[src/rtl/wrs_pkg.sv]
package wrs_pkg;
  // Outcome of a branch against the current active mask.
  typedef enum logic [1:0] {
    BK_FALL  = 2'd0,
    BK_TAKEN = 2'd1,
    BK_SPLIT = 2'd2
  } br_kind_e;

  // A split consumes a merge entry and a deferred-path entry.
  localparam int unsigned SPLIT_ENTRIES = 2;

  function automatic logic room_for_split(input int unsigned used, input int unsigned cap);
    return (used + SPLIT_ENTRIES) <= cap;
  endfunction
endpackage

[src/rtl/wrs_branch_eval.sv]
module wrs_branch_eval
  import wrs_pkg::*;
#(
  parameter int WARP_W = 32
) (
  input  logic [WARP_W-1:0] act_mask,
  input  logic [WARP_W-1:0] taken_raw,
  output br_kind_e          kind,
  output logic [WARP_W-1:0] taken_mask,
  output logic [WARP_W-1:0] fall_mask
);
  function automatic br_kind_e classify(input logic [WARP_W-1:0] t, input logic [WARP_W-1:0] f);
    if (t == '0)      return BK_FALL;
    else if (f == '0) return BK_TAKEN;
    else              return BK_SPLIT;
  endfunction

  always_comb begin
    taken_mask = act_mask & taken_raw;
    fall_mask  = act_mask & ~taken_raw;
    kind       = classify(taken_mask, fall_mask);
  end

  // The two sides always partition the active threads.
  always_comb begin
    assert_partition_R3: assert ((taken_mask & fall_mask) == '0 && (taken_mask | fall_mask) == act_mask);
  end
endmodule

[src/rtl/wrs_stack.sv]
module wrs_stack #(
  parameter int DEPTH  = 8,
  parameter int PC_W   = 16,
  parameter int WARP_W = 32,
  localparam int CNT_W = $clog2(DEPTH + 1)
) (
  input  logic              clk,
  input  logic              rst_n,
  input  logic              push2,
  input  logic              pop,
  input  logic [PC_W-1:0]   lo_pc,
  input  logic [WARP_W-1:0] lo_mask,
  input  logic [PC_W-1:0]   lo_rpc,
  input  logic [PC_W-1:0]   hi_pc,
  input  logic [WARP_W-1:0] hi_mask,
  input  logic [PC_W-1:0]   hi_rpc,
  output logic [PC_W-1:0]   top_pc,
  output logic [WARP_W-1:0] top_mask,
  output logic [PC_W-1:0]   top_rpc,
  output logic [CNT_W-1:0]  count,
  output logic              room2
);
  logic [PC_W-1:0]   pc_q   [DEPTH];
  logic [WARP_W-1:0] mask_q [DEPTH];
  logic [PC_W-1:0]   rpc_q  [DEPTH];

  always_comb begin
    room2    = wrs_pkg::room_for_split(int'(count), DEPTH);
    top_pc   = '0;
    top_mask = '0;
    top_rpc  = '0;
    for (int i = 0; i < DEPTH; i++) begin
      if (int'(count) == i + 1) begin
        top_pc   = pc_q[i];
        top_mask = mask_q[i];
        top_rpc  = rpc_q[i];
      end
    end
  end

  always_ff @(posedge clk) begin
    if (!rst_n) begin
      count <= '0;
    end else if (pop) begin
      count <= count - 1'b1;
    end else if (push2) begin
      count <= count + CNT_W'(2);
    end
  end

  // Storage needs no reset: only entries below count are ever read.
  always_ff @(posedge clk) begin
    if (push2 && !pop) begin
      for (int i = 0; i < DEPTH; i++) begin
        if (int'(count) == i) begin
          pc_q[i] <= lo_pc; mask_q[i] <= lo_mask; rpc_q[i] <= lo_rpc;
        end
        if (int'(count) + 1 == i) begin
          pc_q[i] <= hi_pc; mask_q[i] <= hi_mask; rpc_q[i] <= hi_rpc;
        end
      end
    end
  end

  assert_no_push_and_pop_R8: assert property (@(posedge clk) disable iff (!rst_n) !(push2 && pop));
  assert_no_pop_empty_R5:    assert property (@(posedge clk) disable iff (!rst_n) pop |-> count != '0);
  assert_depth_bound_R9:     assert property (@(posedge clk) disable iff (!rst_n) int'(count) <= DEPTH);
endmodule

[src/rtl/warp_reconv_ctrl.sv]
module warp_reconv_ctrl
  import wrs_pkg::*;
#(
  parameter int              WARP_W   = 32,
  parameter int              PC_W     = 16,
  parameter int              DEPTH    = 8,
  parameter logic [PC_W-1:0] RESET_PC = '0,
  localparam int             CNT_W    = $clog2(DEPTH + 1)
) (
  input  logic              clk,
  input  logic              rst_n,
  input  logic              issue_en,
  input  logic              br_valid,
  input  logic [WARP_W-1:0] br_taken,
  input  logic [PC_W-1:0]   br_target,
  input  logic [PC_W-1:0]   br_fallthru,
  input  logic [PC_W-1:0]   br_reconv,
  output logic [PC_W-1:0]   cur_pc,
  output logic [WARP_W-1:0] cur_mask,
  output logic [CNT_W-1:0]  stack_depth,
  output logic              at_reconv,
  output logic              overflow_err
);
  logic [PC_W-1:0]   cur_rpc;

  // Branch held over a pop cycle.
  logic              pend_v;
  logic [WARP_W-1:0] pend_taken;
  logic [PC_W-1:0]   pend_tgt, pend_ft, pend_rc;

  logic              eff_v;
  logic [WARP_W-1:0] eff_taken;
  logic [PC_W-1:0]   eff_tgt, eff_ft, eff_rc;

  br_kind_e          kind;
  logic [WARP_W-1:0] taken_mask, fall_mask;
  logic [PC_W-1:0]   top_pc, top_rpc;
  logic [WARP_W-1:0] top_mask;
  logic              room2;

  // Named events for the assertions.
  logic pop_now, exec_br, push_now, ovf_now;

  always_comb begin
    eff_v     = pend_v | br_valid;
    eff_taken = pend_v ? pend_taken : br_taken;
    eff_tgt   = pend_v ? pend_tgt   : br_target;
    eff_ft    = pend_v ? pend_ft    : br_fallthru;
    eff_rc    = pend_v ? pend_rc    : br_reconv;

    pop_now  = issue_en && (stack_depth != '0) && (cur_pc == cur_rpc);
    exec_br  = issue_en && !pop_now && eff_v;
    push_now = exec_br && (kind == BK_SPLIT) && room2;
    ovf_now  = exec_br && (kind == BK_SPLIT) && !room2;
  end

  assign at_reconv = pop_now;

  wrs_branch_eval #(.WARP_W(WARP_W)) u_eval (
    .act_mask   (cur_mask),
    .taken_raw  (eff_taken),
    .kind       (kind),
    .taken_mask (taken_mask),
    .fall_mask  (fall_mask)
  );

  // Lower entry: merge point with the pre-branch mask; upper: deferred path.
  wrs_stack #(.DEPTH(DEPTH), .PC_W(PC_W), .WARP_W(WARP_W)) u_stack (
    .clk      (clk),
    .rst_n    (rst_n),
    .push2    (push_now),
    .pop      (pop_now),
    .lo_pc    (eff_rc),
    .lo_mask  (cur_mask),
    .lo_rpc   (cur_rpc),
    .hi_pc    (eff_ft),
    .hi_mask  (fall_mask),
    .hi_rpc   (eff_rc),
    .top_pc   (top_pc),
    .top_mask (top_mask),
    .top_rpc  (top_rpc),
    .count    (stack_depth),
    .room2    (room2)
  );

  always_ff @(posedge clk) begin
    if (!rst_n) begin
      cur_pc       <= RESET_PC;
      cur_mask     <= '1;
      cur_rpc      <= '0;
      pend_v       <= 1'b0;
      pend_taken   <= '0;
      pend_tgt     <= '0;
      pend_ft      <= '0;
      pend_rc      <= '0;
      overflow_err <= 1'b0;
    end else if (issue_en) begin
      if (pop_now) begin
        cur_pc   <= top_pc;
        cur_mask <= top_mask;
        cur_rpc  <= top_rpc;
        if (br_valid && !pend_v) begin
          pend_v     <= 1'b1;
          pend_taken <= br_taken;
          pend_tgt   <= br_target;
          pend_ft    <= br_fallthru;
          pend_rc    <= br_reconv;
        end
      end else begin
        pend_v <= 1'b0;
        if (eff_v) begin
          unique case (kind)
            BK_FALL:  cur_pc <= eff_ft;
            BK_TAKEN: cur_pc <= eff_tgt;
            default: begin
              cur_pc   <= eff_tgt;
              cur_mask <= taken_mask;
              if (push_now) cur_rpc <= eff_rc;
              if (ovf_now)  overflow_err <= 1'b1;
            end
          endcase
        end else begin
          cur_pc <= cur_pc + 1'b1;
        end
      end
    end
  end

  assert_hold_R2: assert property (@(posedge clk) disable iff (!rst_n)
    !issue_en |=> $stable(cur_pc) && $stable(cur_mask) && $stable(stack_depth));
  assert_uniform_keeps_mask_R3: assert property (@(posedge clk) disable iff (!rst_n)
    (exec_br && kind != BK_SPLIT) |=> $stable(cur_mask) && $stable(stack_depth));
  assert_split_push_R4: assert property (@(posedge clk) disable iff (!rst_n)
    push_now |=> int'(stack_depth) == int'($past(stack_depth)) + 2);
  assert_split_narrows_R4: assert property (@(posedge clk) disable iff (!rst_n)
    push_now |=> (cur_mask & ~$past(cur_mask)) == '0 && cur_mask != $past(cur_mask));
  assert_pop_one_R5: assert property (@(posedge clk) disable iff (!rst_n)
    at_reconv |=> int'(stack_depth) == int'($past(stack_depth)) - 1);
  assert_mask_nonempty_R3: assert property (@(posedge clk) disable iff (!rst_n)
    cur_mask != '0);
  assert_no_overflow_R9: assert property (@(posedge clk) disable iff (!rst_n)
    ovf_now |=> overflow_err && $stable(stack_depth));
  assert_err_sticky_R9: assert property (@(posedge clk) disable iff (!rst_n)
    overflow_err |=> overflow_err);
endmodule

[config.mk]
export PLATFORM = sky130hd
export DESIGN_NAME = warp_reconv_ctrl
export DESIGN_NICKNAME = d
export VERILOG_FILES = /design/src/rtl/wrs_pkg.sv /design/src/rtl/wrs_branch_eval.sv /design/src/rtl/wrs_stack.sv /design/src/rtl/warp_reconv_ctrl.sv
export SDC_FILE = /design/constraint.sdc
export NUM_CORES = 1
export LEC_CHECK = 0
export BUFFER_PORTS_ARGS = -buffer_cell sky130_fd_sc_hd__buf_2
export CAP_MARGIN = 0
export CORE_MARGIN = 10
export CORE_UTILIZATION = 40
export DETAILED_ROUTE_END_ITERATION = 10
export PLACE_DENSITY_LB_ADDON = 0.1
export SLEW_MARGIN = 0
export SYNTH_ARGS = -nofsm -noshare
export SYNTH_HDL_FRONTEND = slang
export SYNTH_SLANG_ARGS = --single-unit
[constraint.sdc]
create_clock -name clk -period 9.1 [get_ports clk]
set_input_delay 0 -clock clk [delete_from_list [all_inputs] [get_ports clk]]
set_output_delay 0 -clock clk [all_outputs]
set_load 0.02 [all_outputs]
==> flow_summary.json <==
{
  "cpLargestDelayFamily": "compound AO/OA/AOI/OAI gates",
  "fp.dieW_um": 302.3,
  "instances_no_fill": 4243,
  "setup_total_negative_slack_ps": 0,
  "firstDrtPassIters": 5,
  "synth_seq_cells": 662,
  "grt_overflow": 0,
  "peakVddDrop_uv": 194.9,
  "seq_area_frac_synth_pct": 57.65,
  "final_hold_viol_count": 0,
  "grt_first_pass_wirelength_um": 169400,
  "synth_top_area_share_pct": 48.23,
  "synth.cells.most_frequent": "edfxtp_1 (512), nor2_1 (448), nand2_1 (409)",
  "area_growth_syn_to_layout_pct": 15.02,
  "setup.worst_path.end_class": "flip-flop",
  "route.detailed.wl_per_inst_um": 27.48,
  "combinational_family_with_the_most_area_after_synthesis": "compound AO/OA/AOI/OAI gates",
  "power_per_cell_area_mw_per_mm2": 191.9,
  "area_leader_netlist": "edfxtp_1",
  "cp_slowest_cell": "dfxtp_1",
  "drt_iter0_drc": 2392,
  "timing.hold.worst.class": "in2reg",
  "finClkSkew_ps": 20.78,
  "synth.most_common_cell": "edfxtp_1",
  "timing.critical_path.depth": 9,
  "core-area_sq_mm": 0.07900,
  "detailed_place_hpwl_um": 68520,
  "syn-instance-count": 3022,
  "cap_viol_max_count": 0,
  "ys_dominant_reg_cell": "edfxtp_1",
  "yosys.cell_types.count": 71,
  "gp_routability_congestion": 0.8487,
  "average_cell_area_after_synthesis_sq_um": 10.55,
  "routed-via-count": 25380,
  "critical_path_class": "reg2reg",
  "die_h_um": 302.3,
  "rr_startpoint": "u_stack.count[2]",
  "port_buffers": 137,
  "cts_tree": "built",
  "run_status": "finished clean",
  "tightestPinTransition_ps": 1331,
  "netlist_area_sq_mm": 0.03188,
  "max_stage_delay_ps": 940,
  "rows": 103,
  "cts_inserted_buffers": 76,
  "path_max_fanout": 45,
  "ys.warnings.count": 0,
  "clock_period_minus_final_worst_setup_slack_ps": 5739,
  "synth_edf_count": 512,
  "cts_sinks": 662,
  "initial_core_util_pct": 40.35,
  "final.setup.worst_slack_ps": 3361,
  "drc": 0,
  "worst_r2r_end": "u_stack.mask_q[3][61]",
  "routed_wirelength_um": 116600,
  "final.period_utilization_pct": 63.06,
  "fp.dieArea_sq_mm": 0.09139,
  "fmax_mhz": 174.3,
  "critical_path.endpoint": "u_stack.mask_q[3][61]",
  "ios": 138,
  "reg2regPathDepth": 9,
  "avgViaCountPerCell": 5.982,
  "start_point_of_the_worst_min_delay_path": "br_fallthru[11]",
  "cp_cell_sequence": "inv_1 > ha_1 > o22ai_1 > a21oi_1 > a31o_2 > a211oi_2 > nand2_2 > o21ai_4 > buf_4",
  "place.detailed.instances": 4021,
  "first_global_vias": 25310,
  "finalSetupViolCount": 0,
  "antenna_left": 0,
  "rsz0062_at_grt": "no",
  "timing.slew.headroom_pct": 10.96,
  "clock_path_buffers": 3,
  "cell_chosen_for_the_clock_root": "clkbuf_16",
  "data_required_time_of_the_worst_path_ps": 9330,
  "synth-simple-area-share_pct": 12.08,
  "antenna_found_initial": 2,
  "synth.top_cells.by_area": "edfxtp_1 (48%), dfxtp_1 (9.4%), mux2i_1 (6.9%), nor2_1 (5.3%), nand2_1 (4.8%)",
  "htreeDepth": 3,
  "synth-async-reset-ratio_pct": 0,
  "cp_num_buf_inv": 2,
  "crit_path_start_kind": "flip-flop",
  "synth_area_in_compound_gates_pct": 17.21,
  "detailedPlace.worstSlack_ps": 3443,
  "rrSetupSlack_ps": 3360,
  "clock_latency_on_the_worst_skew_pair_ps": 630,
  "cts.reportedPaths.clkPinSlew_ps": 60,
  "synth_fa_ha_area_share_pct": 0.3532,
  "final_net_count": 3225,
  "xor_xnor_share_of_the_synthesized_area_pct": 0.7693,
  "postSynthNetCount": 3115,
  "setup.worst_path.start": "u_stack.count[2]",
  "drive_above_1_share_pct": 12.22,
  "power_leakage_nw": 12.73,
  "muxShareOfSynthArea_pct": 7.010,
  "grt_start_max_net_pins": 70,
  "report.final.slew_viol_count": 0,
  "grt_use_total_pct": 24.91,
  "timing.critical_path.arrival_ps": 5970
}
[worst reg2reg max path, stage by stage (launching register included)]
cell and delay [ps]:
dfxtp_1 940, inv_1 330, ha_1 380, o22ai_1 140, a21oi_1 80, a31o_2 270
a211oi_2 900, nand2_2 490, o21ai_4 870, buf_4 890
[per-stage QoR]
stage	util, %	hold WS, ps	total power (W)	cell area, sq um
3_3_place_gp	42.26	255.9	0.004001	33380
4_1_cts	46.41	145.3	0.007068	36670
5_1_grt	46.41	197.4	0.007236	36670
3_5_place_dp	42.26	260.0	0.004015	33380
2_1_floorplan	-	140.5	0.003794	31890
6_report	46.42	175.0	0.007035	36670
[final cells by class]
type                       count  area, sq um
inverter                      38        145.1
clock buffer                 110         2193
timing repair buffer         321         2275
tap                         1050         1314
antenna                        1        2.502
sequential                   662        18380
multi-input combinational   2033        12100
fill                        7367        42330
clock inverter                28        257.7
[per-layer routing]
layer,share of wire [%],global-route usage (%)
met1,41,31.89
met4,3.6,9.231
met3,7.8,4.703
met2,48,41.48
met5,0,0
[cell usage in the layout (no fill, tap or decap), types with 35 or more instances in the layout]
cell,n
a21oi_1,127
a22oi_1,134
a311o_1,35
a31oi_1,38
buf_2,137
buf_4,101
clkbuf_16,79
dfxtp_1,149
dlygate4sd3_1,83
edfxtp_1,512
mux2i_1,221
nand2_1,406
nor2_1,445
o211ai_1,94
o21a_1,48
o21ai_0,157
o21ai_1,41
[how the worst min path moves through the flow]
stage / end / cells after the start / slack (ps)
after floorplan: pend_ft[0] / 2 / 140
after CTS: pend_tgt[13] / 4 / 150
after detailed placement: pend_tgt[13] / 3 / 260
after global routing: pend_rc[5] / 4 / 200
after global placement: pend_tgt[13] / 3 / 260
final: pend_ft[11] / 4 / 180
[power by group]
group	switching, W	leakage, nW	internal [W]
Clock	0.00126	1.19	0.00179
Sequential	0.0000665	5.80	0.00334
Combinational	0.000372	5.73	0.000202
[cell families (layout without fill, tap and decap cells)]
logic type | Yosys count | count (layout)
muxes | 223 | 223
DFF | 662 | 662
xor gates and xnor gates | 28 | 28
and+or+nand+nor | 954 | 954
other | 0 | 1
adders and majority gates | 9 | 9
AOI/OAI and AO/OA | 819 | 819
buffers and inverters | 327 | 497
[what timing repair did]
item | 4_1_cts | 5_1_grt
endpoints found under the hold margin | 268 | 0
hold buffers | 83 | 0
setup buffers | 0 | 0
gates resized for setup | 0 | 0
[registers in the layout, indices dropped and copies added, names as in the netlist]
signal / count
cur_mask: 32
pend_v: 1
pend_ft: 16
u_stack.mask_q: 256
pend_rc: 16
u_stack.pc_q: 128
overflow_err: 1
cur_pc: 16
pend_taken: 32
u_stack.count: 4
cur_rpc: 16
u_stack.rpc_q: 128
pend_tgt: 16
Power figures use the tool's default switching activity.
